[src/rtl/ptg_pkg.sv]
package ptg_pkg;
  localparam int RATE_W = 2;

  // Strobes and state handed from control to datapath
  typedef struct packed {
    logic              clear;
    logic              started;
    logic [RATE_W-1:0] shift;
  } ptgStrobe_t;
endpackage

[src/rtl/ptg_ctrl.sv]
module ptg_ctrl
  import ptg_pkg::*;
#(
  parameter int RST_LEN = 4
) (
  input  logic              clk,
  input  logic              rstPinN,
  input  logic              swResetReq,
  input  logic [RATE_W-1:0] rateSel,
  input  logic              rateWrite,
  input  logic              frameEnd,
  output ptgStrobe_t        strb,
  output logic              regClear
);
  localparam int CNT_W = $clog2(RST_LEN + 1);

  logic [CNT_W-1:0]  rstCnt;
  logic              inReset;
  logic [RATE_W-1:0] pendShift;
  logic              pendValid;
  logic [RATE_W-1:0] activeShift;
  logic              started;

  // Reset stretcher: pin or software request reloads the count
  always_ff @(posedge clk or negedge rstPinN) begin
    if (!rstPinN) begin
      rstCnt <= CNT_W'(RST_LEN);
    end else if (swResetReq) begin
      rstCnt <= CNT_W'(RST_LEN);
    end else if (rstCnt != '0) begin
      rstCnt <= rstCnt - CNT_W'(1);
    end
  end

  assign inReset  = (rstCnt != '0);
  assign regClear = inReset;

  // Rate staging: a code waits for the frame boundary
  always_ff @(posedge clk or negedge rstPinN) begin
    if (!rstPinN) begin
      pendShift   <= '0;
      pendValid   <= 1'b0;
      activeShift <= '0;
      started     <= 1'b0;
    end else if (inReset) begin
      pendShift   <= '0;
      pendValid   <= 1'b0;
      activeShift <= '0;
      started     <= 1'b0;
    end else if (frameEnd) begin
      started <= 1'b1;
      if (rateWrite) begin
        activeShift <= rateSel;
        pendValid   <= 1'b0;
      end else if (pendValid) begin
        activeShift <= pendShift;
        pendValid   <= 1'b0;
      end
    end else if (rateWrite) begin
      pendShift <= rateSel;
      pendValid <= 1'b1;
    end
  end

  always_comb begin
    strb.clear   = inReset;
    strb.started = started;
    strb.shift   = activeShift;
  end


  swreset_hold_chk: assert property (@(posedge clk) disable iff (!rstPinN)
    swResetReq |=> regClear);


  reset_rate_clear_chk: assert property (@(posedge clk) disable iff (!rstPinN)
    inReset |=> (activeShift == '0) && !pendValid && !started);


  rate_hold_chk: assert property (@(posedge clk) disable iff (!rstPinN)
    (!frameEnd && !inReset) |=> $stable(activeShift));
endmodule

[src/rtl/ptg_dpath.sv]
module ptg_dpath
  import ptg_pkg::*;
#(
  parameter int BASE_DIV = 2048,
  parameter int SCLK_DIV = 8
) (
  input  logic       clk,
  input  logic       rstPinN,
  input  logic       serialEn,
  input  ptgStrobe_t strb,
  output logic       frameEnd,
  output logic       sclk,
  output logic       frameSync
);
  localparam int FRAME_W = $clog2(BASE_DIV);
  localparam int SCLK_W  = $clog2(SCLK_DIV);

  logic [FRAME_W-1:0] frameCnt;
  logic [FRAME_W-1:0] lastCount;
  logic [SCLK_W-1:0]  sclkCnt;

  assign lastCount = FRAME_W'((BASE_DIV >> strb.shift) - 1);
  assign frameEnd  = (frameCnt == lastCount);

  always_ff @(posedge clk or negedge rstPinN) begin
    if (!rstPinN) begin
      frameCnt <= '0;
    end else if (strb.clear || frameEnd) begin
      frameCnt <= '0;
    end else begin
      frameCnt <= frameCnt + FRAME_W'(1);
    end
  end

  always_ff @(posedge clk or negedge rstPinN) begin
    if (!rstPinN) begin
      sclkCnt <= '0;
    end else if (strb.clear || sclkCnt == SCLK_W'(SCLK_DIV - 1)) begin
      sclkCnt <= '0;
    end else begin
      sclkCnt <= sclkCnt + SCLK_W'(1);
    end
  end

  assign sclk      = (sclkCnt >= SCLK_W'(SCLK_DIV / 2));
  assign frameSync = serialEn && strb.started && (frameCnt < FRAME_W'(SCLK_DIV));


  frame_wrap_chk: assert property (@(posedge clk) disable iff (!rstPinN)
    (frameEnd && !strb.clear) |=> (frameCnt == '0));


  sclk_wrap_chk: assert property (@(posedge clk) disable iff (!rstPinN)
    (!strb.clear && sclkCnt == SCLK_W'(SCLK_DIV - 1)) |=> (sclkCnt == '0));


  fsync_phase_chk: assert property (@(posedge clk) disable iff (!rstPinN)
    $rose(frameSync) |-> !sclk);
endmodule

[src/rtl/port_timing_gen.sv]
module port_timing_gen
  import ptg_pkg::*;
#(
  parameter int BASE_DIV = 2048,
  parameter int SCLK_DIV = 8,
  parameter int RST_LEN  = 4
) (
  input  logic       mclk,
  input  logic       rstPinN,
  input  logic       swResetReq,
  input  logic       serialEn,
  input  logic [1:0] rateSel,
  input  logic       rateWrite,
  output logic       sclk,
  output logic       frameSync,
  output logic       regClear
);
  ptgStrobe_t strb;
  logic       frameEnd;

  ptg_ctrl #(.RST_LEN(RST_LEN)) u_ctrl (
    .clk        (mclk),
    .rstPinN    (rstPinN),
    .swResetReq (swResetReq),
    .rateSel    (rateSel),
    .rateWrite  (rateWrite),
    .frameEnd   (frameEnd),
    .strb       (strb),
    .regClear   (regClear)
  );

  ptg_dpath #(.BASE_DIV(BASE_DIV), .SCLK_DIV(SCLK_DIV)) u_dpath (
    .clk       (mclk),
    .rstPinN   (rstPinN),
    .serialEn  (serialEn),
    .strb      (strb),
    .frameEnd  (frameEnd),
    .sclk      (sclk),
    .frameSync (frameSync)
  );
endmodule

[config.mk]
export PLATFORM = sky130hd
export DESIGN_NAME = port_timing_gen
export DESIGN_NICKNAME = d
export VERILOG_FILES = /design/src/rtl/ptg_pkg.sv /design/src/rtl/ptg_ctrl.sv /design/src/rtl/ptg_dpath.sv /design/src/rtl/port_timing_gen.sv
export SDC_FILE = /design/constraint.sdc
export NUM_CORES = 1
export LEC_CHECK = 0
export BUFFER_PORTS_ARGS = -buffer_cell sky130_fd_sc_hd__buf_4
export CORE_MARGIN = 10
export CORE_UTILIZATION = 55
export DETAILED_ROUTE_END_ITERATION = 10
export PLACE_DENSITY = 0.81
export RECOVER_POWER = 50
export SKIP_LAST_GASP = 1
export SLEW_MARGIN = 20
export SYNTH_ARGS = -nofsm -noshare
export SYNTH_HDL_FRONTEND = slang
export SYNTH_SLANG_ARGS = --single-unit
[constraint.sdc]
create_clock -name mclk -period 1.7 [get_ports mclk]
set_input_delay 0.085 -clock mclk [delete_from_list [all_inputs] [get_ports mclk]]
set_output_delay 0.085 -clock mclk [all_outputs]
set_load 0.05 [all_outputs]
==> run metrics <==
H-tree Lvls 1; fin cells 178; status finished, violations left; placed cells 164; Die ar. 4586 sq um; Core Util, Final 69.85%; Reg2Reg Depth 5; First DRT Iteration DRCs 55; wire length per cell 15.18 um; root buffer cell clkbuf_4; max-cap violations 0; CTS tree yes; most frequent cells in the layout 22 x dfrtp_1, 20 x buf_4, 12 x nor3_1; Final HPWL DP 1916 um; vias post-DR 1001; Routability Congestion between 0.7 and 0.8; synthesized area 1252 sq um; Die Span Y 67.72 um; Final Critical Period approximately 1.7 ns; CP Depth 3; Synth area leader dfrtp_1; synth top area cells dfrtp_1 44%, xnor2_1 6.3%, ha_1 6.0%, nor3_1 4.8%, inv_1 3.6%; placed cell area 1393 sq um; Post-Syn Instances 126; Tot Pwr 1.331 mW; fraction of the cycle the final worst path needs 100.4%; Setup crit end frameSync; register area share after synthesis 46.05%; clk buf depth 2; FF+latch count, synth 23; worst reg-to-reg setup slack 0.04 ns; CTS Buf Count 3; DRC viols 0; reg-to-reg startpoint u_dpath.frameCnt[9]; I/O pin total 10; Worst R2R End u_ctrl.activeShift[1]; delay-heaviest family, CP simple AND/OR/NAND/NOR gates; clock latency on the worst-skew pair 0.31 ns; maximum fanout along the worst path 2; number of global-route vias before repair between 1000 and 1500; failing checks negative setup slack; Fmax 0.5859 GHz; initial antenna violation count 0; number of buffers and inverters on the critical path 1; RSZ-0062 raised after global routing yes; Min-Delay Path Class in -> reg; CP Capture Type output pin; Area Overhead vs Synth 22.18%; Power per Cell Area 870.0 nW/um^2; DRT Wirelength 2702 um; final setup fails 1; Critical Path Start u_dpath.frameCnt[4]; worst-path cell chain or4_4 > nor4_4 > buf_6; ANT cells 0; Startpoint Class flop; layout cells sized above 1 26.00%; GRT overflow 0; CTS Sinks 23; clk_skew ~0.0055 ns; crit-path max cell delay 0.56 ns; Final WS setup -0.006761 ns; commonest non-fill, non-tap cell in the layout dfrtp_1; PortBufs 9; Routed Antenna Nets 0; relative slew slack 17.60%; Setup Total Neg Slack -0.006761 ns; core area roughly 2200 sq um; Final Max Slew Viols 0; Worst EP arrival 1.62 ns; Max stage delay cell, worst path or4_4; GRT Util Overall 13.30%; Finished Cell Area 1530 sq um; Leak around 0.62 nW; syn_nets around 140; Worst Max-Slew Pin Slew around 1.2 ns; global-route wire length before repair 4678 um; distinct cell type count after synthesis 36; Syn Area/Cell 9.940 sq um; Ys Warns 0; Final Hold Violating Endpoints 0; Cell Rows 17; share of the synthesized area in the top cell type 43.96%; largest net degree at the start of global routing 24; DR pass1 iterations 4; Worst VDD drop 0.0008707 V; post-DR vias/cell 5.624; CP Class reg -> out; Layout Nets 164; clock-pin slew on the worst setup and hold paths roughly 0.13 ns; CP required about 1.6 ns; Starting Density 57.17%; width of the die 67.72 um
==> cell families after synthesis <==
group	share of synthesized area, %
DFF	46.05
adders and majority gates	5.994
muxes	1.598
xor gates and xnor gates	6.993
AOI/OAI and AO/OA	9.992
buffers and inverters	5.394
and+or+nand+nor	23.98
==> stage by stage <==
step,setup WS (ns),hold slack (ns)
4_1_cts,-0.05501,0.1026
3_3_place_gp,0.05766,-0.009058
6_report,-0.006761,0.1120
3_5_place_dp,-0.04427,-0.008073
5_1_grt,-0.09383,0.1085
2_1_floorplan,0.03923,-0.2106
==> repair_timing <==
action                                  CTS  global route
hold buffers                              2             0
setup buffers                             5             3
endpoints found under the hold margin    26             0
endpoints found under the setup margin    6            15
pin swaps                                 2             3
resized for setup                         3             5
==> routing by layer <==
layer,up-vias,share of wire [%],track usage [%]
met4,0,2.5,6.923
met3,7,4.3,3.140
met5,-,0,0
met2,22,51,22.77
met1,481,42,14.98
li1,491,-,-
==> worst min-delay path: stages <==
cell and delay (ns):
buf_4 0.11, o21ai_0 0.07, nand2_1 0.07, mux2i_1 0.06
==> synthesized netlist by cell type <==
| cell | count |
|---|---|
| o21ai_0 | 2 |
| or4_1 | 1 |
| clkbuf_1 | 4 |
| a31oi_1 | 1 |
| nand2_1 | 7 |
| nand4b_1 | 1 |
| or2_2 | 1 |
| inv_1 | 12 |
| nand4bb_2 | 1 |
| xnor2_1 | 9 |
| ha_1 | 6 |
| nor4_1 | 2 |
| buf_4 | 1 |
| a32oi_1 | 2 |
| nor4b_1 | 1 |
| a31o_4 | 1 |
| o31ai_1 | 1 |
| a211oi_4 | 1 |
| or4b_4 | 1 |
| xor2_1 | 1 |
| a21oi_2 | 1 |
| nor3b_1 | 3 |
| nand2_2 | 1 |
| mux2i_1 | 2 |
| dfrtp_1 | 22 |
| o2111ai_1 | 2 |
| a21oi_1 | 1 |
| nand3_1 | 8 |
| a211oi_1 | 1 |
| nand4_1 | 2 |
| nor3_1 | 12 |
| dfstp_2 | 1 |
| nor2_1 | 11 |
| o21a_1 | 1 |
| nand4bb_1 | 1 |
| nor2b_1 | 1 |
==> layout make-up <==
type	instances	area, sq um
inverters	12	47.55
multi-input cells	86	648.1
flip-flops and latches	23	576.8
fillers	158	660.6
well taps	28	35.03
repair buffers	25	196.4
clock buffers	4	26.28
==> report_power, final <==
group	switching, mW	total [mW]	leakage (nW)	internal, mW
combinational	0.251	0.401	0.296	0.150
sequential	0.0483	0.673	0.313	0.625
clock	0.165	0.257	0.0150	0.0918
total	0.464	1.33	0.625	0.867
==> flip-flops by register name, summed over array words and instances, names as in the netlist <==
name	flops
u_dpath.frameCnt	11
u_ctrl.activeShift	2
u_ctrl.pendShift	2
u_ctrl.pendValid	1
u_ctrl.started	1
u_dpath.sclkCnt	3
u_ctrl.rstCnt	3
==> worst min-delay path by stage <==
| stage | slack [ns] | start | to | cells past startpoint |
|---|---|---|---|---|
| after floorplan | -0.21 | rstPinN | u_ctrl.activeShift[0] | 0 |
| after global placement | -0.009 | rstPinN | u_dpath.sclkCnt[2] | 1 |
| after detailed placement | -0.008 | rstPinN | u_dpath.sclkCnt[2] | 1 |
| after CTS | 0.10 | rateWrite | u_ctrl.activeShift[0] | 4 |
| after global routing | 0.11 | rateWrite | u_ctrl.activeShift[0] | 4 |
| final | 0.11 | rateWrite | u_ctrl.activeShift[0] | 4 |
Power figures use the tool's default switching activity.
